===== src/rtl/xtol_pkg.sv =====
package xtol_pkg;

  typedef struct packed {
    logic capture;
    logic compare;
  } ctrl_t;

  function automatic int popCount(int v, int width);
    int c;
    c = 0;
    for (int b = 0; b < width; b++) begin
      if (((v >> b) & 1) != 0) c++;
    end
    return c;
  endfunction

  function automatic int binomial(int n, int k);
    int r;
    r = 1;
    for (int i = 0; i < k; i++) begin
      r = (r * (n - i)) / (i + 1);
    end
    return r;
  endfunction

  // idx-th value of width m with m/2 ones, ascending order
  function automatic int colPattern(int m, int idx);
    int cnt;
    cnt = 0;
    for (int v = 0; v < (1 << m); v++) begin
      if (popCount(v, m) == m / 2) begin
        if (cnt == idx) return v;
        cnt++;
      end
    end
    return 0;
  endfunction

endpackage


===== src/rtl/xtol_datapath.sv =====
module xtol_datapath
  import xtol_pkg::*;
#(
  parameter int M = 4,
  parameter int N = 6
) (
  input  logic         clk,
  input  logic         rstN,
  input  ctrl_t        strobe,
  input  logic [N-1:0] actVec,
  input  logic [N-1:0] expVal,
  input  logic [N-1:0] expX,
  output logic         missHit,
  output logic [M-1:0] outAct,
  output logic [M-1:0] outXMask
);

  function automatic logic [N-1:0] rowMaskOf(int r);
    logic [N-1:0] res;
    res = '0;
    for (int j = 0; j < N; j++) begin
      res[j] = ((colPattern(M, j) >> r) & 1) != 0;
    end
    return res;
  endfunction

  logic [M-1:0] actC;
  logic [M-1:0] expC;
  logic [M-1:0] xC;

  for (genvar i = 0; i < M; i++) begin : g_row
    localparam logic [N-1:0] SEL = rowMaskOf(i);
    assign actC[i] = ^(actVec & SEL);
    assign expC[i] = ^(expVal & SEL);
    assign xC[i]   = |(expX & SEL);
  end

  assign missHit = strobe.compare & (|((actC ^ expC) & ~xC));

  always_ff @(posedge clk) begin
    if (!rstN) begin
      outAct   <= '0;
      outXMask <= '0;
    end else if (strobe.capture) begin
      outAct   <= actC;
      outXMask <= xC;
    end
  end

endmodule


===== src/rtl/xtol_ctrl.sv =====
module xtol_ctrl
  import xtol_pkg::*;
(
  input  logic  clk,
  input  logic  rstN,
  input  logic  clear,
  input  logic  inValid,
  input  logic  missHit,
  output ctrl_t strobe,
  output logic  outValid,
  output logic  mismatch,
  output logic  failSticky
);

  assign strobe.capture = inValid;
  assign strobe.compare = inValid;

  always_ff @(posedge clk) begin
    if (!rstN) begin
      outValid   <= 1'b0;
      mismatch   <= 1'b0;
      failSticky <= 1'b0;
    end else begin
      outValid <= inValid;
      mismatch <= missHit;
      if (clear) failSticky <= 1'b0;
      else if (missHit) failSticky <= 1'b1;
    end
  end

endmodule


===== src/rtl/xtol_compactor.sv =====
module xtol_compactor
  import xtol_pkg::*;
#(
  parameter int M = 4,
  parameter int N = 6
) (
  input  logic         clk,
  input  logic         rstN,
  input  logic         clear,
  input  logic         inValid,
  input  logic [N-1:0] actVec,
  input  logic [N-1:0] expVal,
  input  logic [N-1:0] expX,
  output logic         outValid,
  output logic [M-1:0] outAct,
  output logic [M-1:0] outXMask,
  output logic         mismatch,
  output logic         failSticky
);

  localparam int MAX_INPUTS = binomial(M, M / 2);

  if (M < 2 || N < 1 || N > MAX_INPUTS) begin : g_sizeBad
    $error("xtol_compactor: N must be between 1 and C(M, M/2)");
  end

  ctrl_t strobe;
  logic  missHit;

  xtol_ctrl u_ctrl (
    .clk       (clk),
    .rstN      (rstN),
    .clear     (clear),
    .inValid   (inValid),
    .missHit   (missHit),
    .strobe    (strobe),
    .outValid  (outValid),
    .mismatch  (mismatch),
    .failSticky(failSticky)
  );

  xtol_datapath #(.M(M), .N(N)) u_dp (
    .clk     (clk),
    .rstN    (rstN),
    .strobe  (strobe),
    .actVec  (actVec),
    .expVal  (expVal),
    .expX    (expX),
    .missHit (missHit),
    .outAct  (outAct),
    .outXMask(outXMask)
  );

endmodule


===== config.mk =====
export PLATFORM = sky130hd
export DESIGN_NAME = xtol_compactor
export DESIGN_NICKNAME = d
export VERILOG_FILES = /design/src/rtl/xtol_pkg.sv /design/src/rtl/xtol_datapath.sv /design/src/rtl/xtol_ctrl.sv /design/src/rtl/xtol_compactor.sv
export SDC_FILE = /design/constraint.sdc
export NUM_CORES = 1
export LEC_CHECK = 0
export BUFFER_PORTS_ARGS = -buffer_cell sky130_fd_sc_hd__buf_2
export CORE_MARGIN = 1
export CORE_UTILIZATION = 47
export CTS_BUF_LIST = sky130_fd_sc_hd__clkbuf_16
export DETAILED_ROUTE_END_ITERATION = 8
export PLACE_DENSITY = 0.86
export SETUP_SLACK_MARGIN = 0.4
export SYNTH_ARGS = -nofsm -noshare
export SYNTH_HDL_FRONTEND = slang
export SYNTH_SLANG_ARGS = --single-unit

===== constraint.sdc =====
create_clock -name clk -period 2.7 [get_ports clk]
set_clock_uncertainty 0.15 [all_clocks]
set_input_delay 0.135 -clock clk [delete_from_list [all_inputs] [get_ports clk]]
set_output_delay 0.135 -clock clk [all_outputs]
set_load 0.1 [all_outputs]

**Yosys cells after proc, flatten, opt, wreduce, memory -nomap -nowiden**

Cells that the tools add are included.

- Add/subtract/negate cells: 0
- $mul: 0
- Divide/modulo/power cells: 0
- $lt $le $gt $ge: 0
- Eq/ne operators: 0
- Shifts and indexed selects: 0
- Multiplexer cells: 0
- Bitwise operators: 5
- Reduce and logical (&&, ||, !) cells: 14

Operators by type and width:

| kind | count |
|---|---|
| $reduce_xor 6->1 | 8 |
| $reduce_or 3->1 | 4 |
| $and 4x4->4 | 1 |
| $not 4->4 | 1 |
| $reduce_or 4->1 | 1 |
| $xor 4x4->4 | 1 |
| $reduce_or 2->1 | 1 |
| $and 1x1->1 | 1 |
| $not 1->1 | 1 |

- Bits in registers: 11
- Bits in latches: 0
- Bits in writable memories: 0
- Bits in read-only memories: 0
- Input port bits: 22
- Output and inout port bits: 11
- Logic and storage cells: 24
- Memories kept: 0

**Depth between registers and ports, before layout**

Gate-level depths: netlist of the first run.

- Word-level depth: 5
- Depth in mapped cells: 4
- Gate-level depth less buffers: 4

**Cells and area by module**

A second synthesis of the first run with hierarchy kept.

- Cell total of the unflattened synthesis: 61
- Area, all modules: 671.9 µm²

By module, submodules not included:

| module | instances | cells an instance | area an instance (µm²) | sequential area each (µm²) |
|---|---|---|---|---|
| xtol_datapath | 1 | 52 | 566.8 | 160.2 |
| xtol_ctrl | 1 | 9 | 105.1 | 60.1 |

**Least setup slack after synthesis of the first run**

No wires, ideal clock.

- Kind: reg2reg
- Start point: register u_ctrl.failSticky (netlist name)
- End point: register u_ctrl.failSticky
- Data arrival time: 1.284 ns
- Required time: 2.475 ns
- Setup slack: 1.191 ns
- Stages on the path, launching flop included: 3
- Period minus slack after synthesis: 1.509 ns
- Path through: dfxtp_1 -> o21ai_0 -> a31oi_1

RTL lines:

| element | line | source |
|---|---|---|
| end signal: assignment | xtol_ctrl.sv:22 | `failSticky <= 1'b0;` |
| end signal: assignment | xtol_ctrl.sv:26 | `if (clear) failSticky <= 1'b0;` |
| end signal: assignment | xtol_ctrl.sv:27 | `else if (missHit) failSticky <= 1'b1;` |
| end: declaration | xtol_ctrl.sv:12 | `output logic failSticky` |

**Worst setup path in the final report of the first run**

- Start point: register u_ctrl.failSticky
- End point: output port failSticky

RTL lines:

| element | line | source |
|---|---|---|
| end: declaration | xtol_compactor.sv:18 | `output logic failSticky` |

No word-level cell between the ends.

==> results of run 1 <==
## cells in the final DEF, fill, tap and decap left out, drive strengths merged
cell type	instances
a22oi	2
nor3	4
dfxtp	11
xnor2	11
mux2i	4
a31oi	1
xor3	2
o21ai	3
clkbuf	3
a21boi	1
buf	32
inv	2
nand2	2
a21oi	2
o211a	2
and2	1
nor2b	5
xnor3	4
## metrics by stage
step	power [uW]	util
3_3_place_gp	405	0.638
4_1_cts	672	0.698
6_report	664	0.698
3_5_place_dp	408	0.638
5_1_grt	696	0.698
2_1_floorplan	363	-
## power by group through the flow
stage	logic (uW)	clock network (uW)	registers, uW
after detailed placement	224	0	184
after CTS	224	266	182
after global routing	235	279	183
after global placement	221	0	184
final	222	260	182
after floorplan	88.6	0	275
## how the worst min path moves through the flow
stage	end	slack, ns	cells past startpoint
3_5_place_dp	u_ctrl.failSticky	0.25	4
4_1_cts	u_ctrl.failSticky	0.005	4
2_1_floorplan	u_dp.outAct[0]	0.11	1
5_1_grt	u_ctrl.failSticky	0.01	4
3_3_place_gp	u_ctrl.failSticky	0.25	4
6_report	u_ctrl.failSticky	0.01	4
## cell type report
| class | instances | area, um^2 | area share |
|---|---|---|---|
| multi-input combinational | 44 | 438 | 0.476 |
| timing repair buffer | 32 | 160 | 0.174 |
| tap | 15 | 18.8 | 0.0204 |
| inverter | 1 | 3.75 | 0.00408 |
| sequential | 11 | 220 | 0.239 |
| clock inverter | 1 | 3.75 | 0.00408 |
| clock buffer | 3 | 75.1 | 0.0816 |
## layer usage
layer | routed length (um) | track usage
met4 | 0 | 0.0517
met3 | 106 | 0.0852
met1 | 518 | 0.180
met5 | 0 | 0
met2 | 590 | 0.336
## registers in the layout, indices dropped and copies added, names as in the netlist
register and count:
u_ctrl.mismatch 1, u_ctrl.failSticky 1, u_dp.outXMask 4, u_ctrl.outValid 1
u_dp.outAct 4
## worst min-delay path, delay by kind of cell
family	cells	cell delay, ns
compound gates	2	0.10
simple gates	1	0.03
buf+inv	1	0.08
## cell families after synthesis
logic type / count (synthesis) / share of synthesized area
AO/OA/AOI/OAI: 11 / 0.125
XOR/XNOR: 17 / 0.371
buffers and inverters: 3 / 0.0186
flip-flops: 11 / 0.328
multiplexers: 4 / 0.0597
AND/OR/NAND/NOR: 12 / 0.0970
==> flow_metrics.env, run 1 <==
export IMPL_dpl_instance_area_um2=841
export IMPL_synth_edf_count=0
export IMPL_antenna_found_initial=0
export IMPL_slew_headroom=0.677
export IMPL_p_leak_uw=0.000468
export IMPL_yosysMostFrequentCell="dfxtp_1"
export IMPL_combPwrFrac=0.335
export IMPL_min_period_ns=1.30
export IMPL_start_util=0.509
export IMPL_avgSynthCellArea_um2=11.6
export IMPL_reg2reg_slack_ns=1.90
export IMPL_drt_first_pass_iters=4
export IMPL_startpoint="u_ctrl.failSticky"
export IMPL_ctsResizeCount=0
export IMPL_clock_sinks=11
export IMPL_cp_required_ns=2.41
export IMPL_fin_crit_sh=0.482
export IMPL_setup_viol=0
export IMPL_syn_nets=80
export IMPL_tightest_slew_ns=0.487
export IMPL_portBuffers=32
export IMPL_grt_ovfl_total=0
export IMPL_vias=540
export IMPL_synth_area_um2=671
export IMPL_ys_flop_type="dfxtp_1"
export IMPL_die_x_um=39.8
export IMPL_drc=0
export IMPL_r2r_start="u_ctrl.failSticky"
export IMPL_rows=13
export IMPL_critPathKind="reg2out"
export IMPL_synth_top_area_cell="dfxtp_1"
export IMPL_ys_ff_latch=11
export IMPL_cp_start_kind="flip-flop"
export IMPL_syn2layout_area_growth_pct=37.1
export IMPL_synth_top_cells_by_count="dfxtp_1, xnor2_1, nor2b_1"
export IMPL_grt_max_degree=15
export IMPL_p_seq_frac=0.273
export IMPL_dieArea_um2=1580
export IMPL_fin_ws_ns=1.40
export IMPL_wl_per_cell_um=11.4
export IMPL_stdcell_area_um2=920
export IMPL_synth_top_cell_area_share=0.328
export IMPL_synth_area_leaders="dfxtp_1, xnor3_1, xnor2_1, xor3_1, mux2i_1"
export IMPL_p_clk_frac=0.392
export IMPL_clk_latency_ns=0.23
export IMPL_power_density_nw_per_um2=722
export IMPL_dp_hpwl_um=1010
export IMPL_hold_violations=0
export IMPL_cp_endpoint="failSticky"
export IMPL_drive_gt1_frac=0.424
export IMPL_cp_depth=1
export IMPL_nNetsFinal=115
export IMPL_p_sw_uw=214
export IMPL_cap_violations=0
export IMPL_postCtsSetupRepairBufs=0
export IMPL_cts_hold_buf=0
export IMPL_hold_path_startpoint="clear"
export IMPL_root_buffer="clkbuf_16"
export IMPL_grt_pass1_vias=455
export IMPL_io_pins=33
export IMPL_initialDrtViolationCount=6
export IMPL_whs_ns=0.0113
export IMPL_synth_seq_area_share=0.328
export IMPL_grt_usage=0.183
export IMPL_gp_congestion=0.681
export IMPL_place_ws_ns=1.20
export IMPL_worstPathMaxFanout=3
export IMPL_path_delay_family="buffers and inverters"
export IMPL_cts_tree="built"
export IMPL_reg2reg_to="u_ctrl.failSticky"
export IMPL_final_instance_count_excl_fill=107
export IMPL_outcome="finished clean"
export IMPL_hp_class="in2reg"
export IMPL_cp_num_buf_inv=1
export IMPL_ir_drop_uv=501
export IMPL_viasPerCell=5.05
export IMPL_rr_worst_depth=2
export IMPL_synth_cells=58
export IMPL_wirelength_um=1220
export IMPL_end_kind="primary output"
export IMPL_crit_arrival_ns=1.02
export IMPL_htreeDepth=1
export IMPL_crit_path_top_delay_cell="buf_2"
export IMPL_clk_path_buf_depth=2
export IMPL_dp_cells=103
export IMPL_die_h_um=39.8
export IMPL_diodes=0
export IMPL_swShare=0.322
export IMPL_fmax_mhz=768
export IMPL_core_region_area_um2=1320
export IMPL_crit_chain="buf_2"
export IMPL_critPathMaxStageDelay_ns=0.44
export IMPL_grt_pass1_wl_um=1810
export IMPL_fillers=102
export IMPL_drv_slew=0
export IMPL_rsz0062_at_grt="no"
export IMPL_numCtsBuffers=3
export IMPL_yosysWarnings=0
export IMPL_cts_clk_slew_worst_paths_ns=0.04
export IMPL_synth_cell_type_count=20
export IMPL_finalSetupTns_ns=0
export IMPL_synthArstFlopShare=0
export IMPL_ant_nets=0
export IMPL_p_int_uw=450
(Power assumes the default switching activity.)
==> run 2: changes to the inputs <==
- ABC_AREA: unset -> 1
- CORE_ASPECT_RATIO: unset -> 1.2
- PLACE_DENSITY: 0.86 -> 0.82
- clock period: 2.7 -> 1.2 ns (I/O delays scaled with it)
==> flow_metrics.env, run 2 <==
export IMPL_outcome="stopped before the end"
export IMPL_stop_stage="global routing (5_1_grt)"
export IMPL_stop_error="[ERROR DPL-0033] detailed placement checks failed during check placement."
export IMPL_rows=16
export IMPL_synthArstFlopShare=0
export IMPL_die_h_um=48.0
export IMPL_dp_hpwl_um=1740
export IMPL_yosysWarnings=0
export IMPL_ys_ff_latch=11
export IMPL_portBuffers=32
export IMPL_start_util=0.504
export IMPL_synth_cells=147
export IMPL_synth_edf_count=0
export IMPL_syn_nets=169
export IMPL_synth_cell_type_count=14
export IMPL_clock_sinks=11
export IMPL_htreeDepth=1
export IMPL_synth_top_cells_by_count="nand2_1, inv_1, nand3_1"
export IMPL_synth_simple_area_share=0.493
export IMPL_synth_top_area_cell="nand2_1"
export IMPL_numCtsBuffers=3
export IMPL_place_ws_ns=-0.0517
export IMPL_gp_congestion=0.793
export IMPL_synth_compound_area_frac=0.0847
export IMPL_die_x_um=40.3
export IMPL_clk_path_buf_depth=2
export IMPL_ys_flop_type="dfxtp_1"
export IMPL_synth_top_family_by_area="simple AND/OR/NAND/NOR gates"
export IMPL_worst_endpoint_kind="primary output"
export IMPL_antenna_found_initial=0
export IMPL_root_buffer="clkbuf_16"
export IMPL_synth_area_um2=827
export IMPL_synth_top_cell_area_share=0.327
export IMPL_yosysMostFrequentCell="nand2_1"
export IMPL_synth_adder_area_share=0
export IMPL_synth_xor_area_frac=0
export IMPL_grt_max_degree=19
export IMPL_synth_seq_area_share=0.266
export IMPL_io_pins=33
export IMPL_avgSynthCellArea_um2=5.63
export IMPL_synth_area_leaders="nand2_1, dfxtp_1, nand3_1, inv_1, o211ai_1"
export IMPL_synth_mux_area_frac=0
export IMPL_crit_endpoint="outAct[3]"
## run 2: through the flow
step | cells | area (um^2) | TNS (ns)
floorplan | 147 | 958 | 0
global placement | 197 | 1290 | -0.0129
detailed placement | 197 | 1290 | -0.0517
CTS | 203 | 1490 | 0
## run 2: what timing repair did
action,4_1_cts
buffers inserted,2
gates resized for setup,37
pin swaps,14
endpoints found under the setup margin,21
hold endpoints to repair,1
## run 2: cell families after synthesis
kind of cell	after synthesis
buf+inv	27
simple gates	99
flops	11
compound gates	10
==> run 3: changes to the inputs <==
- CORE_AREA: unset -> 2 2 63 65
- CORE_ASPECT_RATIO: 1.2 -> unset
- CORE_MARGIN: 1 -> unset
- CORE_UTILIZATION: 47 -> unset
- CTS_BUF_LIST: sky130_fd_sc_hd__clkbuf_16 -> unset
- DIE_AREA: unset -> 0 0 65 67
- PLACE_DENSITY: 0.82 -> unset
- PLACE_DENSITY_LB_ADDON: unset -> 0.15
- SETUP_SLACK_MARGIN: 0.4 -> unset
==> flow_metrics.env, run 3 <==
export IMPL_drt_first_pass_iters=4
export IMPL_met1_usage=0.119
export IMPL_synth_cells=147
export IMPL_setup_viol=0
export IMPL_synth_area_leaders="nand2_1, dfxtp_1, nand3_1, inv_1, o211ai_1"
export IMPL_rows=22
export IMPL_fin_util=0.348
export IMPL_die_x_um=65
export IMPL_swShare=0.377
export IMPL_hp_class="in2reg"
export IMPL_critPathKind="in2reg"
export IMPL_grtUsageMet2=0.195
export IMPL_whs_path_depth=3
export IMPL_synthArstFlopShare=0
export IMPL_grt_ovfl_total=0
export IMPL_clk_latency_ns=0.23
export IMPL_yosysWarnings=0
export IMPL_fillers=403
export IMPL_worstPathMaxFanout=4
export IMPL_ant_nets=0
export IMPL_antenna_found_initial=0
export IMPL_crit_top_cell="nand2_1"
export IMPL_clock_sinks=11
export IMPL_worstHoldEndpoint="u_ctrl.failSticky"
export IMPL_outcome="finished clean"
export IMPL_drv_slew=0
export IMPL_cp_required_ns=1.17
export IMPL_ys_ff_latch=11
export IMPL_synth_top_area_cell="nand2_1"
export IMPL_hold_violations=0
export IMPL_drive_gt1_frac=0.295
export IMPL_clk_path_buf_depth=2
export IMPL_dp_hpwl_um=1870
export IMPL_reg2reg_slack_ns=0.39
export IMPL_portBuffers=32
export IMPL_io_pins=33
export IMPL_syn2layout_area_growth_pct=51.7
export IMPL_dieArea_um2=4360
export IMPL_gp_congestion=0.770
export IMPL_seqCellArea_um2=231
export IMPL_syn_nets=169
export IMPL_htreeDepth=1
export IMPL_synth_top_cells_by_count="nand2_1, inv_1, nand3_1"
export IMPL_vias=1009
export IMPL_die_h_um=67
export IMPL_avgSynthCellArea_um2=5.63
export IMPL_start_util=0.229
export IMPL_initialDrtViolationCount=8
export IMPL_slew_headroom=0.763
export IMPL_core_region_area_um2=3610
export IMPL_power_density_nw_per_um2=1060
export IMPL_tightest_slew_ns=0.353
export IMPL_cap_violations=0
export IMPL_combPwrFrac=0.409
export IMPL_synth_edf_count=0
export IMPL_nNetsFinal=206
export IMPL_ys_flop_type="dfxtp_1"
export IMPL_final_cell_mix="nand2_1, buf_2, inv_1"
export IMPL_top_regs="u_dp.outAct (4), u_dp.outXMask (4)"
export IMPL_min_period_ns=0.985
export IMPL_cts_tree="built"
export IMPL_synth_cell_type_count=14
export IMPL_reg2reg_to="u_dp.outXMask[0]"
export IMPL_p_leak_uw=0.000710
export IMPL_crit_path_top_delay_cell="o21ai_1"
export IMPL_drc=0
export IMPL_synth_top_cell_area_share=0.327
export IMPL_cp_start_kind="input port"
export IMPL_final_common_cell="nand2_1"
export IMPL_hold_path_startpoint="rstN"
export IMPL_multi_input_area_um2=478
export IMPL_grt_max_degree=19
export IMPL_rr_worst_depth=2
export IMPL_whs_ns=0.0105
export IMPL_grt_busiest_layer="met2"
export IMPL_yosysMostFrequentCell="nand2_1"
export IMPL_viasPerCell=4.37
export IMPL_cts_clk_slew_worst_paths_ns=0.05
export IMPL_wl_per_cell_um=9.40
export IMPL_end_kind="flip-flop"
export IMPL_critPathMaxStageDelay_ns=0.13
export IMPL_root_buffer="clkbuf_8"
export IMPL_p_sw_uw=500
export IMPL_p_int_uw=826
export IMPL_crit_chain="buf_2 -> inv_1 -> nand2_1 -> nand2_1 -> nand2_1 -> nand2_1 -> nand2_1 -> nand3_1 -> nand2_1 -> o21ai_1 -> a21oi_1"
export IMPL_ctsResizeCount=0
export IMPL_wirelength_um=2170
export IMPL_synth_seq_area_share=0.266
export IMPL_grtUsageMet3=0.0287
export IMPL_grt_pass1_vias=910
export IMPL_grt_pass1_wl_um=3550
export IMPL_synth_area_um2=827
export IMPL_fmax_mhz=1020
export IMPL_rsz0062_at_grt="no"
export IMPL_numCtsBuffers=3
export IMPL_ir_drop_uv=708
export IMPL_p_seq_frac=0.319
export IMPL_fin_crit_sh=0.820
export IMPL_grt_usage=0.104
export IMPL_r2r_start="u_dp.outXMask[0]"
export IMPL_p_clk_frac=0.271
export IMPL_diodes=0
export IMPL_crit_arrival_ns=0.95
## run 3: cell counts after synthesis
No cell type changed its count.
## run 3: cell families (layout without fill, tap and decap cells)
logic type	after synthesis	in the layout	synth area share
buffers and inverters	27	63	0.156
DFF	11	11	0.266
AOI/OAI and AO/OA	10	10	0.0847
and+or+nand+nor	99	99	0.493
## run 3: worst max-delay path by stage
| stage | startpoint | to | slack [ns] | depth (start not counted) |
|---|---|---|---|---|
| after floorplan | u_ctrl.mismatch | mismatch | 0.08 | 0 |
| after CTS | actVec[3] | u_ctrl.failSticky | 0.21 | 11 |
| after global routing | actVec[0] | u_ctrl.failSticky | 0.08 | 11 |
| after detailed placement | actVec[3] | u_ctrl.failSticky | -0.04 | 11 |
| final | actVec[4] | u_ctrl.failSticky | 0.22 | 11 |
| after global placement | actVec[3] | u_ctrl.failSticky | -0.01 | 11 |
## run 3: area by class of cell
class,count,area share
Clock buffer,4,0.0359
Tap cell,48,0.0479
Multi-Input combinational cell,109,0.381
Inverter,24,0.0718
Sequential cell,11,0.184
Timing Repair Buffer,35,0.279
## run 3: critical path: cells and delay by family
family	cells	cell delay, ns
buffers and inverters	2	0.20
and+or+nand+nor	7	0.47
AOI/OAI and AO/OA	2	0.20
## run 3: per-stage QoR
step	TNS, ns	cells	power (uW)	setup WS, ns	cell area [um^2]
after global routing	0	231	1400	0.0778	1250
after detailed placement	-0.0461	226	974	-0.0440	1200
after global placement	-0.0142	226	969	-0.0142	1200
after CTS	0	231	1340	0.205	1250
final	0	231	1330	0.215	1250
after floorplan	0	147	770	0.0810	838
## run 3: layer usage
layer  share of wire  vias up
met3           0.054        2
met1            0.43      457
met2            0.51       19
met4          0.0088        0
li1                -      531
met5               0        -
## run 3: timing repair
item,CTS,global route
buffers inserted,0,0
hold endpoints to repair,1,0
hold buffers,1,0
## run 3: power groups by stage
stage / Combinational, uW / Clock [uW] / Sequential (uW)
finish: 543 / 360 / 423
global route: 583 / 392 / 427
CTS: 548 / 370 / 424
detailed placement: 543 / 0 / 431
global placement: 538 / 0 / 431
floorplan: 168 / 0 / 602
==> run 4: changes to the inputs <==
- clock period: 1.2 -> 0.81 ns (I/O delays scaled with it)
==> flow_metrics.env, run 4 (synthesis gave the netlist of run 3 again) <==
export IMPL_cts_clk_slew_worst_paths_ns=0.05
export IMPL_drc=0
export IMPL_dp_cells=231
export IMPL_drive_gt1_frac=0.561
export IMPL_antenna_found_initial=0
export IMPL_fin_ws_ns=-0.144
export IMPL_p_clk_frac=0.254
export IMPL_final_common_cell="nand2_1"
export IMPL_diodes=0
export IMPL_min_period_ns=0.954
export IMPL_die_x_um=65
export IMPL_r2r_start="u_dp.outAct[3]"
export IMPL_crit_arrival_ns=0.76
export IMPL_critPathKind="reg2out"
export IMPL_root_buffer="clkbuf_8"
export IMPL_viasPerCell=4.31
export IMPL_clk_latency_ns=0.24
export IMPL_worstHoldEndpoint="u_ctrl.failSticky"
export IMPL_ir_drop_uv=665
export IMPL_rsz0062_at_grt="yes"
export IMPL_slew_headroom=0.764
export IMPL_p_leak_uw=0.000818
export IMPL_cp_start_kind="flip-flop"
export IMPL_grt_ovfl_total=0
export IMPL_stdcell_area_um2=1600
export IMPL_syn2layout_area_growth_pct=93.5
export IMPL_cts_tree="built"
export IMPL_reg2reg_slack_ns=0
export IMPL_p_seq_frac=0.285
export IMPL_cp_num_buf_inv=1
export IMPL_wl_per_cell_um=9.94
export IMPL_tightest_slew_ns=0.352
export IMPL_wirelength_um=2360
export IMPL_final_instance_count_excl_fill=237
export IMPL_worstPathMaxFanout=2
export IMPL_crit_path_top_delay_cell="dfxtp_4"
export IMPL_reg2reg_to="u_dp.outAct[3]"
export IMPL_initialDrtViolationCount=40
export IMPL_combPwrFrac=0.461
export IMPL_core_region_area_um2=3610
export IMPL_grt_usage=0.119
export IMPL_vias=1021
export IMPL_fin_crit_sh=1.18
export IMPL_gp_congestion=0.778
export IMPL_p_int_uw=1310
export IMPL_swShare=0.389
export IMPL_portBuffers=32
export IMPL_final_cell_mix="nand2_1, nand2_2, nand3_1"
export IMPL_drv_slew=0
export IMPL_hold_violations=3
export IMPL_rows=22
export IMPL_clk_path_buf_depth=2
export IMPL_violations="negative hold slack, negative setup slack"
export IMPL_drt_first_pass_iters=4
export IMPL_fin_util=0.444
export IMPL_setup_viol=14
export IMPL_start_util=0.229
export IMPL_die_h_um=67
export IMPL_dp_hpwl_um=1930
export IMPL_htreeDepth=1
export IMPL_whs_path_depth=4
export IMPL_end_kind="primary output"
export IMPL_fmax_mhz=1050
export IMPL_path_delay_family="flip-flops"
export IMPL_nNetsFinal=212
export IMPL_cap_violations=0
export IMPL_ant_nets=0
export IMPL_hold_path_startpoint="clear"
export IMPL_dpl_instance_area_um2=1360
export IMPL_whs_ns=-0.122
export IMPL_io_pins=33
export IMPL_grt_max_degree=19
export IMPL_rr_worst_depth=2
export IMPL_outcome="finished, violations left"
export IMPL_numCtsBuffers=3
export IMPL_grt_pass1_wl_um=4020
export IMPL_clock_sinks=11
export IMPL_cp_required_ns=0.62
export IMPL_grt_pass1_vias=952
export IMPL_p_sw_uw=836
export IMPL_crit_chain="buf_12"
export IMPL_top_regs="u_dp.outAct (4), u_dp.outXMask (4)"
export IMPL_hp_class="in2reg"
export IMPL_dieArea_um2=4360
export IMPL_critPathMaxStageDelay_ns=0.36
export IMPL_power_density_nw_per_um2=1340
[run 4: cell count changes in the layout (fill, tap and decap cells not counted), sizes merged]
cell,before,now
dlygate4sd3,1,0
buf,34,41
[run 4: metal layers]
layer,vias up,track usage,wire (um)
met4,0,0.0399,38
met3,4,0.0270,120
met2,19,0.207,1260
li1,548,-,-
met1,450,0.143,940
met5,-,0,0
[run 4: worst max-delay path by stage]
stage / from / endpoint / slack, ns / depth (start not counted)
after floorplan: u_dp.outAct[0] / u_dp.outAct[0] / -0.11 / 2
after global placement: actVec[2] / u_ctrl.failSticky / -0.42 / 11
after detailed placement: actVec[4] / u_ctrl.failSticky / -0.41 / 11
after CTS: u_dp.outAct[1] / outAct[1] / -0.15 / 1
after global routing: u_dp.outAct[1] / outAct[1] / -0.17 / 1
final: u_dp.outAct[1] / outAct[1] / -0.14 / 1
[run 4: through the flow]
stage | setup TNS [ns] | hold WS (ns) | total power [uW] | setup slack (ns)
floorplan | -0.972 | 0.0197 | 1160 | -0.109
global placement | -2.73 | 0.126 | 1500 | -0.424
detailed placement | -2.72 | 0.126 | 1510 | -0.414
CTS | -1.76 | -0.121 | 2110 | -0.153
global route | -2.33 | -0.0884 | 2280 | -0.166
finish | -1.61 | -0.122 | 2150 | -0.144
[run 4: area by class of cell]
type	instances	area (um^2)
multi-input cells	109	612
repair buffers	41	462
flip-flops and latches	11	262
inverters	24	160
fillers	368	2010
well taps	48	60.1
clock buffers	4	45.0
[run 4: what timing repair did]
item,in CTS,in global routing
endpoints found under the setup margin,20,21
gates cloned,0,0
buffers inserted,1,1
pin swaps,13,15
hold endpoints to repair,2,1
gates resized for setup,26,32
[run 4: power groups by stage]
stage	Combinational, uW	Sequential [uW]	Clock [uW]
2_1_floorplan	278	879	0
6_report	990	613	544
5_1_grt	1060	617	602
3_3_place_gp	875	624	0
4_1_cts	932	614	563
3_5_place_dp	883	625	0
